==> config.mk <==
export PLATFORM = sky130hd
export DESIGN_NAME = sd_cmd_seq
export DESIGN_NICKNAME = d
export VERILOG_FILES = /design/src/rtl/sd_cmd_pkg.sv /design/src/rtl/sd_crc7_serial.sv /design/src/rtl/sd_cmd_txshift.sv /design/src/rtl/sd_resp_shift.sv /design/src/rtl/sd_cmd_seq.sv
export SDC_FILE = /design/constraint.sdc
export NUM_CORES = 1
export LEC_CHECK = 0
export BUFFER_PORTS_ARGS = -buffer_cell sky130_fd_sc_hd__buf_2
export CORE_MARGIN = 10
export CORE_UTILIZATION = 63
export DETAILED_ROUTE_END_ITERATION = 16
export PLACE_DENSITY = 0.83
export SYNTH_ARGS = -nofsm -noshare
export SYNTH_HDL_FRONTEND = slang
export SYNTH_SLANG_ARGS = --single-unit
==> constraint.sdc <==
create_clock -name clk -period 6 [get_ports clk]
set_clock_uncertainty 0.1 [all_clocks]
set_input_delay 0.3 -clock clk [delete_from_list [all_inputs] [get_ports clk]]
set_output_delay 0.3 -clock clk [all_outputs]
set_load 0.05 [all_outputs]
==> src/rtl/sd_cmd_pkg.sv <==
package sd_cmd_pkg;

    localparam int ARG_W       = 32;
    localparam int IDX_FIELD_W = 6;
    localparam int CRC_W       = 7;
    localparam int CRC_SPAN    = 2 + IDX_FIELD_W + ARG_W;
    localparam int CMD_BITS    = CRC_SPAN + CRC_W + 1;
    localparam int WORD_W      = 32;
    localparam int NUM_WORDS   = 4;
    localparam int KEEP_W      = WORD_W * NUM_WORDS;
    localparam int SHORT_BITS  = 48;
    localparam int LONG_BITS   = KEEP_W + 8;

    typedef enum logic [2:0] {
        ST_IDLE = 3'd0,
        ST_SEND = 3'd1,
        ST_TAIL = 3'd2,
        ST_GAP  = 3'd3,
        ST_WAIT = 3'd4,
        ST_RECV = 3'd5
    } seq_state_t;

    // One serial step of the x^7 + x^3 + 1 checksum.
    function automatic logic [CRC_W-1:0] crc7_step(input logic [CRC_W-1:0] c, input logic b);
        logic fb;
        fb = b ^ c[CRC_W-1];
        return {c[CRC_W-2:0], 1'b0} ^ (fb ? 7'h09 : 7'h00);
    endfunction

    // Checksum over the leading part of a command frame, MSB first.
    function automatic logic [CRC_W-1:0] crc7_span(input logic [CRC_SPAN-1:0] d);
        logic [CRC_W-1:0] c;
        c = '0;
        for (int i = CRC_SPAN - 1; i >= 0; i--) begin
            c = crc7_step(c, d[i]);
        end
        return c;
    endfunction

endpackage

==> src/rtl/sd_crc7_serial.sv <==
module sd_crc7_serial
    import sd_cmd_pkg::*;
(
    input  logic             clk,
    input  logic             rst_n,
    input  logic             clr,
    input  logic             en,
    input  logic             din,
    output logic [CRC_W-1:0] crc
);

    always_ff @(posedge clk or negedge rst_n) begin
        if (!rst_n) begin
            crc <= '0;
        end else if (clr) begin
            crc <= '0;
        end else if (en) begin
            crc <= crc7_step(crc, din);
        end
    end

endmodule

==> src/rtl/sd_cmd_txshift.sv <==
module sd_cmd_txshift #(
    parameter int W = 48
) (
    input  logic         clk,
    input  logic         rst_n,
    input  logic         load,
    input  logic [W-1:0] frame_in,
    input  logic         shift,
    output logic         msb
);

    logic [W-1:0] sr_q;

    always_ff @(posedge clk or negedge rst_n) begin
        if (!rst_n) begin
            sr_q <= '1;
        end else if (load) begin
            sr_q <= frame_in;
        end else if (shift) begin
            sr_q <= {sr_q[W-2:0], 1'b1};
        end
    end

    assign msb = sr_q[W-1];

endmodule

==> src/rtl/sd_resp_shift.sv <==
module sd_resp_shift #(
    parameter int W = 128
) (
    input  logic         clk,
    input  logic         rst_n,
    input  logic         clr,
    input  logic         en,
    input  logic         din,
    output logic [W-1:0] peek
);

    // Holds the W-1 most recent bits; peek appends the bit on the line now.
    logic [W-2:0] hist_q;

    always_ff @(posedge clk or negedge rst_n) begin
        if (!rst_n) begin
            hist_q <= '0;
        end else if (clr) begin
            hist_q <= '0;
        end else if (en) begin
            hist_q <= peek[W-2:0];
        end
    end

    assign peek = {hist_q, din};

endmodule

==> src/rtl/sd_cmd_seq.sv <==
module sd_cmd_seq
    import sd_cmd_pkg::*;
#(
    parameter int TMO_W     = 16,
    parameter int TAIL_CLKS = 8,
    parameter int GAP_CLKS  = 2
) (
    input  logic              clk,
    input  logic              rst_n,
    input  logic              bus_en,
    input  logic              run_set,
    input  logic [7:0]        cmd_index,
    input  logic [ARG_W-1:0]  cmd_arg,
    input  logic              want_resp,
    input  logic              long_resp,
    input  logic              skip_crc,
    input  logic [TMO_W-1:0]  resp_tmo,
    input  logic              cmd_in,
    output logic              cmd_out,
    output logic              run,
    output logic              busy,
    output logic              st_crc_err,
    output logic              st_resp_err,
    output logic              st_timeout,
    output logic [WORD_W-1:0] resp_word0,
    output logic [WORD_W-1:0] resp_word1,
    output logic [WORD_W-1:0] resp_word2,
    output logic [WORD_W-1:0] resp_word3
);

    localparam int CNT_W = $clog2(LONG_BITS);
    localparam logic [CNT_W-1:0] SEND_LAST  = CNT_W'(CMD_BITS - 1);
    localparam logic [CNT_W-1:0] TAIL_LAST  = CNT_W'(TAIL_CLKS - 1);
    localparam logic [CNT_W-1:0] GAP_LAST   = CNT_W'(GAP_CLKS - 1);
    localparam logic [CNT_W-1:0] RX_LAST_S  = CNT_W'(SHORT_BITS - 2);
    localparam logic [CNT_W-1:0] RX_LAST_L  = CNT_W'(LONG_BITS - 2);
    // Receive counter value b takes in answer bit b+1 (the start bit is bit 0).
    localparam logic [CNT_W-1:0] CRC_HI_S   = CNT_W'(SHORT_BITS - 8 - 2);
    localparam logic [CNT_W-1:0] CRC_LO_L   = CNT_W'(7);
    localparam logic [CNT_W-1:0] CRC_HI_L   = CNT_W'(LONG_BITS - 8 - 2);
    localparam int STAT_LO   = 8;
    localparam int ECHO_LO   = STAT_LO + WORD_W;

    seq_state_t state_q, state_d;

    logic [CNT_W-1:0]       bit_cnt_q;
    logic [TMO_W-1:0]       wait_cnt_q;
    logic [IDX_FIELD_W-1:0] idx_q;
    logic                   want_q, long_q, skip_q;
    logic [TMO_W-1:0]       tmo_q;
    logic [WORD_W-1:0]      words_q [NUM_WORDS];

    logic                   accept;
    logic                   tx_msb;
    logic [CMD_BITS-1:0]    tx_frame;
    logic [CRC_W-1:0]       rx_crc;
    logic [KEEP_W-1:0]      rx_full;
    logic                   rx_shift_en, rx_crc_en;
    logic                   start_seen, tmo_hit, rx_done;
    logic [CNT_W-1:0]       rx_last;
    logic                   crc_bad, echo_bad;
    logic [WORD_W-1:0]      long_word [NUM_WORDS];

    assign accept     = run_set && (state_q == ST_IDLE);
    assign busy       = (state_q != ST_IDLE);
    assign start_seen = bus_en && (state_q == ST_WAIT) && !cmd_in;
    assign tmo_hit    = bus_en && (state_q == ST_WAIT) && cmd_in
                        && ((wait_cnt_q + TMO_W'(1)) == tmo_q);
    assign rx_last    = long_q ? RX_LAST_L : RX_LAST_S;
    assign rx_done    = bus_en && (state_q == ST_RECV) && (bit_cnt_q == rx_last);

    // Outgoing frame built from the live inputs at the accept cycle.
    always_comb begin
        logic [CRC_SPAN-1:0] head;
        head     = {1'b0, 1'b1, cmd_index[IDX_FIELD_W-1:0], cmd_arg};
        tx_frame = {head, crc7_span(head), 1'b1};
    end

    sd_cmd_txshift #(.W(CMD_BITS)) u_tx (
        .clk      (clk),
        .rst_n    (rst_n),
        .load     (accept),
        .frame_in (tx_frame),
        .shift    (bus_en && (state_q == ST_SEND)),
        .msb      (tx_msb)
    );

    // Checksum window: answer bits 1..39 (short) or 8..127 (long).
    always_comb begin
        rx_crc_en = 1'b0;
        if (bus_en && (state_q == ST_RECV)) begin
            if (long_q) begin
                rx_crc_en = (bit_cnt_q >= CRC_LO_L) && (bit_cnt_q <= CRC_HI_L);
            end else begin
                rx_crc_en = (bit_cnt_q <= CRC_HI_S);
            end
        end
    end

    assign rx_shift_en = start_seen || (bus_en && (state_q == ST_RECV));

    sd_crc7_serial u_crc (
        .clk   (clk),
        .rst_n (rst_n),
        .clr   (accept),
        .en    (rx_crc_en),
        .din   (cmd_in),
        .crc   (rx_crc)
    );

    sd_resp_shift #(.W(KEEP_W)) u_rx (
        .clk   (clk),
        .rst_n (rst_n),
        .clr   (accept),
        .en    (rx_shift_en),
        .din   (cmd_in),
        .peek  (rx_full)
    );

    for (genvar g = 0; g < NUM_WORDS; g++) begin : g_word
        assign long_word[g] = rx_full[g*WORD_W +: WORD_W];
    end

    assign crc_bad  = !skip_q && (rx_crc != rx_full[CRC_W:1]);
    assign echo_bad = !long_q && (rx_full[ECHO_LO +: IDX_FIELD_W] != idx_q);

    // Next-state logic.
    always_comb begin
        state_d = state_q;
        unique case (state_q)
            ST_IDLE: if (accept) state_d = ST_SEND;
            ST_SEND: if (bus_en && bit_cnt_q == SEND_LAST)
                         state_d = want_q ? ST_GAP : ST_TAIL;
            ST_TAIL: if (bus_en && bit_cnt_q == TAIL_LAST) state_d = ST_IDLE;
            ST_GAP:  if (bus_en && bit_cnt_q == GAP_LAST)  state_d = ST_WAIT;
            ST_WAIT: begin
                if (start_seen)   state_d = ST_RECV;
                else if (tmo_hit) state_d = ST_IDLE;
            end
            ST_RECV: if (rx_done) state_d = ST_IDLE;
            default: state_d = ST_IDLE;
        endcase
    end

    // State register.
    always_ff @(posedge clk or negedge rst_n) begin
        if (!rst_n) state_q <= ST_IDLE;
        else        state_q <= state_d;
    end

    // Counters, latched setup and outputs.
    always_ff @(posedge clk or negedge rst_n) begin
        if (!rst_n) begin
            bit_cnt_q   <= '0;
            wait_cnt_q  <= '0;
            idx_q       <= '0;
            want_q      <= 1'b0;
            long_q      <= 1'b0;
            skip_q      <= 1'b0;
            tmo_q       <= '0;
            cmd_out     <= 1'b1;
            run         <= 1'b0;
            st_crc_err  <= 1'b0;
            st_resp_err <= 1'b0;
            st_timeout  <= 1'b0;
            for (int k = 0; k < NUM_WORDS; k++) words_q[k] <= '0;
        end else begin
            if (accept) begin
                idx_q       <= cmd_index[IDX_FIELD_W-1:0];
                want_q      <= want_resp;
                long_q      <= long_resp;
                skip_q      <= skip_crc;
                tmo_q       <= resp_tmo;
                bit_cnt_q   <= '0;
                run         <= 1'b1;
                st_crc_err  <= 1'b0;
                st_resp_err <= 1'b0;
                st_timeout  <= 1'b0;
            end else if (bus_en) begin
                unique case (state_q)
                    ST_IDLE: cmd_out <= 1'b1;
                    ST_SEND: begin
                        cmd_out   <= tx_msb;
                        bit_cnt_q <= (bit_cnt_q == SEND_LAST) ? '0 : bit_cnt_q + 1'b1;
                    end
                    ST_TAIL: begin
                        cmd_out <= 1'b1;
                        if (bit_cnt_q == TAIL_LAST) begin
                            bit_cnt_q <= '0;
                            run       <= 1'b0;
                        end else begin
                            bit_cnt_q <= bit_cnt_q + 1'b1;
                        end
                    end
                    ST_GAP: begin
                        cmd_out    <= 1'b1;
                        wait_cnt_q <= '0;
                        bit_cnt_q  <= (bit_cnt_q == GAP_LAST) ? '0 : bit_cnt_q + 1'b1;
                    end
                    ST_WAIT: begin
                        cmd_out <= 1'b1;
                        if (start_seen) begin
                            bit_cnt_q <= '0;
                        end else if (tmo_hit) begin
                            st_timeout <= 1'b1;
                            run        <= 1'b0;
                        end else begin
                            wait_cnt_q <= wait_cnt_q + 1'b1;
                        end
                    end
                    ST_RECV: begin
                        cmd_out <= 1'b1;
                        if (rx_done) begin
                            bit_cnt_q   <= '0;
                            run         <= 1'b0;
                            st_crc_err  <= crc_bad;
                            st_resp_err <= echo_bad;
                            for (int k = 0; k < NUM_WORDS; k++) begin
                                if (long_q)      words_q[k] <= long_word[k];
                                else if (k == 0) words_q[k] <= rx_full[STAT_LO +: WORD_W];
                                else             words_q[k] <= '0;
                            end
                        end else begin
                            bit_cnt_q <= bit_cnt_q + 1'b1;
                        end
                    end
                    default: cmd_out <= 1'b1;
                endcase
            end
        end
    end

    assign resp_word0 = words_q[0];
    assign resp_word1 = words_q[1];
    assign resp_word2 = words_q[2];
    assign resp_word3 = words_q[3];


    idx_upper_zero_chk: assert property (@(posedge clk) disable iff (!rst_n)
        accept |-> (cmd_index[7:IDX_FIELD_W] == '0));


    run_busy_match_chk: assert property (@(posedge clk) disable iff (!rst_n)
        run == busy);


    line_idle_high_chk: assert property (@(posedge clk) disable iff (!rst_n)
        (state_q != ST_SEND) |-> cmd_out);


    tail_bound_chk: assert property (@(posedge clk) disable iff (!rst_n)
        (state_q == ST_TAIL) |-> (bit_cnt_q < CNT_W'(TAIL_CLKS)));


    skip_no_crc_flag_chk: assert property (@(posedge clk) disable iff (!rst_n)
        skip_q |-> !st_crc_err);


    timeout_exclusive_chk: assert property (@(posedge clk) disable iff (!rst_n)
        st_timeout |-> (!st_crc_err && !st_resp_err));


    flags_at_end_chk: assert property (@(posedge clk) disable iff (!rst_n)
        ($rose(st_crc_err) || $rose(st_resp_err) || $rose(st_timeout)) |-> $fell(run));


    setup_frozen_chk: assert property (@(posedge clk) disable iff (!rst_n)
        busy |=> ($stable(idx_q) && $stable(want_q) && $stable(long_q) && $stable(skip_q)));

endmodule

; After elaboration in Yosys (flattened, before gate mapping)
; Cells that the tools add are included.
[classes]
addsub = 2
multipliers = 0
div_mod_pow = 0
n_lt_le_gt_ge = 3
eq_ne = 26
n_shift = 0
mux = 93
n_bitwise = 78
n_reduce_logical = 39
[ops]
columns = op, count
row1 = 127-bit 2-to-1 mux, 2
row2 = 7-bit by 4-bit XOR with 7-bit output, 36
row3 = 4-bit 2-to-1 mux, 39
row4 = 32-bit 2-to-1 mux, 4
row5 = 48-bit 2-to-1 mux, 2
row6 = 8-bit 2-to-1 mux, 8
row7 = 8-bit case mux with 5 select lines, 1
row8 = 1-bit XOR, 36
row9 = 16-bit 2-to-1 mux, 2
row10 = 16-bit case mux with 2 select lines, 1
row11 = 1-bit 2-to-1 mux, 23
row12 = 3-bit 2-to-1 mux, 7
row13 = 3-bit inequality test (second input constant), 6
row14 = 3-bit case mux with 6 select lines, 1
row15 = 2-bit nonzero test, 9
row16 = 16-bit by 1-bit adder with 16-bit output (second input constant), 1
row17 = 16-bit equality test, 1
row18 = 1-bit logical AND, 14
row19 = 7-bit 2-to-1 mux, 2
row20 = 2-bit inequality test (second input constant), 7
row21 = 6-bit AND reduction, 2
row22 = 8-bit by 1-bit adder with 8-bit output (second input constant), 1
row23 = 8-bit by 1-bit equality test with 1-bit output (second input constant), 1
row24 = 8-bit by 3-bit equality test with 1-bit output (second input constant), 1
row25 = other kinds (27), 34
[word_totals]
reg_bits = 367
latchBits = 0
mem_bits_rw = 0
romBits = 0
input_bits = 64
out_inout_bits = 134
elab_cells = 261
n_memories = 0

; Depth between registers and ports, before layout
[depth]
word_depth = 110
depth_mapped = 11
ltp_nobuf = 10

; Modules after synthesis
; From an unflattened synthesis, not the netlist that was laid out.
[hier_totals]
cells_unflattened = 1708
hier_area_um2 = 17162.7
[by_module_without_submodules]
columns = module, n_inst, cells_each, area_per_inst_um2, seq_area_each_um2
row1 = sd_cmd_seq, 1, 1062, 9439.1, 4630.7
row2 = sd_resp_shift, 1, 410, 5122.4, 3178.0
row3 = sd_cmd_txshift, 1, 208, 2293.4, 1261.2
row4 = sd_crc7_serial, 1, 28, 307.8, 175.2

; Worst setup path after synthesis
; OpenSTA, ideal clock, no wires.
[synth_timing]
path_kind = register to register
start = reg wait_cnt_q[0]
end = reg wait_cnt_q[15]
setup_ns = 0.124
t_arrival_ns = 2.488
t_required_ns = 5.776
path_slack_ns = 3.289
stages_incl_launch_ff = 11
n_path_buf = 1
synth_period_minus_slack_ns = 2.711
path_cell_list = dfrtp_1 ha_1 nand3_2 o21a_1 or4b_2 nand3_1 o2111a_1 a21bo_2 buf_2 nor4_1 a211o_1
[synth_via]
elab_chain_len = 5
elab_cells_between_ends = 8
classes_between = add/sub: 1 / eq/ne: 2 / mux: 3 / reduce/logical: 2
[synth_rtl]
columns = element, line
row1 = "start, declared", sd_cmd_seq.sv:47  ; logic [TMO_W-1:0] wait_cnt_q;
row2 = "start signal, assigned", sd_cmd_seq.sv:208  ; wait_cnt_q <= wait_cnt_q + 1'b1;
row3 = 16-bit by 1-bit adder with 16-bit output *, "sd_cmd_seq.sv:68, sd_cmd_seq.sv:208"
row4 = 16-bit equality test, sd_cmd_seq.sv:68  ; && ((wait_cnt_q + TMO_W'(1)) == tmo_q);
row5 = 1-bit logical AND, sd_cmd_seq.sv:68
row6 = 2-bit inequality test (no source line), n/a
row7 = 5-bit AND reduction (no source line), n/a
; Mark *: on every way between the ends. The rest lies on a longest branch, timed or not. The select of a mux whose other input is x is not followed.
; A chain may end at the register's enable or synchronous reset.

; Final worst setup path
[layout_timing]
start = reg state_q[2]
end = reg wait_cnt_q[2]
[layout_via]
elab_chain_len = 6
elab_cells_between_ends = 14
classes_between = eq/ne: 4 / mux: 1 / bitwise: 1 / reduce/logical: 8
[layout_rtl]
columns = element, line
row1 = "start, declared", sd_cmd_seq.sv:44  ; seq_state_t state_q, state_d;
row2 = "start signal, assigned", sd_cmd_seq.sv:148  ; else state_q <= state_d;
row3 = 3-bit equality test, "sd_cmd_seq.sv:66, sd_cmd_seq.sv:67, sd_cmd_seq.sv:180"
row4 = 1-bit logical AND, "sd_cmd_seq.sv:66, sd_cmd_seq.sv:67"
row5 = 1-bit logical AND, sd_cmd_seq.sv:67  ; assign tmo_hit = bus_en && (state_q == ST_WAIT) && cmd_in
row6 = 1-bit logical AND, sd_cmd_seq.sv:68
row7 = 2-bit inequality test (no source line), n/a
row8 = 5-bit AND reduction (no source line), n/a
; Several ways; a longest one is shown, not always the timed one.

==> out/results.txt <==
Post-DP Area: 17700 sq um
Layout Nets: 2062
Area of the multi-input gates: 6920 sq um
Synth Flop Type: dfrtp_1
Synth warn: 0
Critical Path Sink: wait_cnt_q[2]
Largest family of logic cells by synthesized area: simple AND/OR/NAND/NOR gates
Register area: 9220 sq um
Mapped Cells: 1840
Vias in the first global route: 13400
Final period util: 66.9%
Psw: 2.57 mW
RSZ-0062 raised after global routing: false
Avg Inst Size Synth: 9.04 sq um
Slew Limit Fails: 0
TritonCTS clock tree: built
Post-synth net total: 1908
VDD IR max: 0.362 mV
FMAX: 249 MHz
Hold Worst Slack: 0.00207 ns
Flop pwr share: 42.8%
Die Y: 183 um
Core Rows: 59
Post-detail-place hpwl: 25800 um
Critical path origin: state_q[2]
Post-Synth Adder-Cell Area: 0.301%
Fin worst setup slack: 1.98 ns
Max-slew headroom: 21.9%
Critical Path AT: 4.29 ns
GR Layer Usage met1: 31.7%
Required @ worst endpoint: 6.27 ns
GRT busiest layer: met2
Post-synthesis xor/xnor area fraction: 6.16%
Starting Density: 63.9%
Fin area: 19400 sq um
Routability congestion estimate: 0.886
Fraction of registers with async set/reset: 100%
Routed Antenna Nets: 0
Synth Cell Area: 16600 sq um
Drc violations: 0
Setup CP Type: reg -> reg
TritonCTS Sinks: 366
Sequential area share after synthesis: 55.4%
Area grow syn2layout: 16.3%
Status: complete, no violations
WL/cell: 17.4 um
Place WS: 2.11 ns
Inserted Clock Buffers: 39
Slew @ Worst Pin: 1.17 ns
Gates resized, CTS repair: 0
Commonest cells after routing, fill and taps aside: nand2_1, dfrtp_1, buf_2, o21ai_0, nand3_1
Die area: 33300 sq um
Layout cells sized above 1: 16.9%
Max_cap viols: 0
Met2 Use GR: 39.6%
Sw frac: 33.8%
Global-route total usage across every layer: 24.2%
Power density over the cells: 393 nW/um^2
DRT Pass-1 Iters: 6
Worst R2R Path Depth: 8
Flop2flop setup slack: 1.98 ns
Vias: 13600
Internal Power: 5.03 mW
Port Buf Inserts: 195
RR Endpoint: wait_cnt_q[2]
Compound-cell area share of the yosys netlist: 9.96%
Final period demand of the worst path: 4.02 ns
Vias per inst: 5.77
Clock network fraction of design power: 31.7%
Routed WL: 41000 um
Gr ovfl total: 0
Post-Synth Simple-Gate Area: 22.6%
Core box area: 26100 sq um
Grt met3 use: 4.95%
Final hold vios: 0
Fillers: 1846
Die width: 183 um
Setup Buffers After CTS: 0
Initial antenna violation count: 1
Setup TNS: 0 ns
Initial DRC Count: 1450
EDFF count, synth: 0
H-tree levels: 2
Root Buffer: clkbuf_16
Worst Path Max Fanout: 23
Commonest non-fill, non-tap cell in the layout: nand2_1
Synth Register Bits: 366
First-pass GRT wire length: 67800 um
Critical Path End Type: flip-flop
LEAKAGE: 9.53 nW
Largest net degree at the start of global routing: 217
Worst reg2reg startpoint: state_q[2]
Clock-pin slew of the registers on the worst-case setup and hold paths: 0.06 ns
Worst Hold Depth: 3
Mux contribution to synthesized area: 2.29%
Worst skew pair latency: 0.53 ns
Distinct cells, synth: 62
Clock Path Buffers: 3
Min-Delay Path Class: in -> reg
Comb pwr share: 25.6%
Final setup fails: 0
# hold bufs at CTS: 34
Worst setup SP type: flip-flop
Io pins: 198
how the worst min path moves through the flow:
stage | startpoint | end | slack, ns
4_1_cts | cmd_arg[18] | u_tx.sr_q[26] | 0.0006
3_3_place_gp | rst_n | resp_word0[6] | 0.25
3_5_place_dp | rst_n | u_rx.hist_q[5] | 0.26
5_1_grt | cmd_arg[24] | u_tx.sr_q[32] | 0.007
6_report | cmd_arg[25] | u_tx.sr_q[33] | 0.002
2_1_floorplan | rst_n | bit_cnt_q[0] | -0.1
cell type report:
cell class | count | area share, %
antenna | 1 | 0.0129
clock buffer | 53 | 5.74
clock inverter | 17 | 0.931
inverter | 15 | 0.291
multi-input combinational | 1331 | 35.8
sequential | 366 | 47.7
tap | 335 | 2.17
timing repair buffer | 241 | 7.45
cell usage after synthesis, types with 15 or more instances:
cell      count  area [sq um]
nand3_1     143           716
o22ai_1      32           200
dfstp_2      48          1260
clkbuf_1    105           394
inv_1        15          56.3
xnor2_1      56           490
mux2i_1      38           380
o21ai_0     179           896
nor2_1       99           372
xor2_1       27           236
nand2_1     587          2200
a21oi_1      25           125
dfrtp_1     318          7960
through the flow:
| step | power [mW] | util [%] | cells |
|---|---|---|---|
| 2_1_floorplan | 4.69 | - | 1840 |
| 3_3_place_gp | 5.11 | 68.0 | 2254 |
| 3_5_place_dp | 5.20 | 68.0 | 2254 |
| 4_1_cts | 7.63 | 74.2 | 2358 |
| 5_1_grt | 7.99 | 74.3 | 2359 |
| 6_report | 7.60 | 74.3 | 2359 |
worst max-delay path: stages (launching register included):
cell and delay [ns]:
dfrtp_1 0.67, nor4bb_2 1.01, and4_1 0.29, o2111ai_1 0.13, nor4_1 0.26, o2111a_1 0.31
a21bo_2 0.42, or2_0 0.49, o21ai_0 0.17
registers in the layout, indices dropped and copies added, names as in the netlist:
name,cells
skip_q,1
resp_word3,32
st_timeout,1
u_crc.crc,7
st_resp_err,1
resp_word0,32
tmo_q,16
u_rx.hist_q,127
run,1
cmd_out,1
st_crc_err,1
bit_cnt_q,8
u_tx.sr_q,47
state_q,3
want_q,1
idx_q,6
resp_word1,32
resp_word2,32
wait_cnt_q,16
long_q,1
logic make-up (layout without fill, tap and decap cells):
family                     Yosys count  after routing
and+or+nand+nor                    900            900
DFF                                366            366
AOI/OAI and AO/OA                  292            292
buffers and inverters              143            326
xor gates and xnor gates            97             97
muxes                               38             38
adders and majority gates            4              4
other                                0              1
power groups by stage:
| stage | registers, mW | clock network [mW] | logic, mW |
|---|---|---|---|
| after floorplan | 3.11 | 0 | 1.58 |
| after global placement | 3.27 | 0 | 1.84 |
| after detailed placement | 3.28 | 0 | 1.91 |
| after CTS | 3.24 | 2.44 | 1.94 |
| after global routing | 3.29 | 2.55 | 2.15 |
| final | 3.25 | 2.41 | 1.94 |
per-layer routing:
| metal | share of wire, % | routed length (um) | up-vias |
|---|---|---|---|
| met5 | 0 | 0 | - |
| met4 | 2.8 | 1170 | 0 |
| met1 | 41 | 16900 | 6619 |
| met3 | 6.9 | 2830 | 82 |
| met2 | 49 | 20100 | 467 |
| li1 | - | - | 6442 |
No activity file was read; power rests on OpenSTA's default activity.
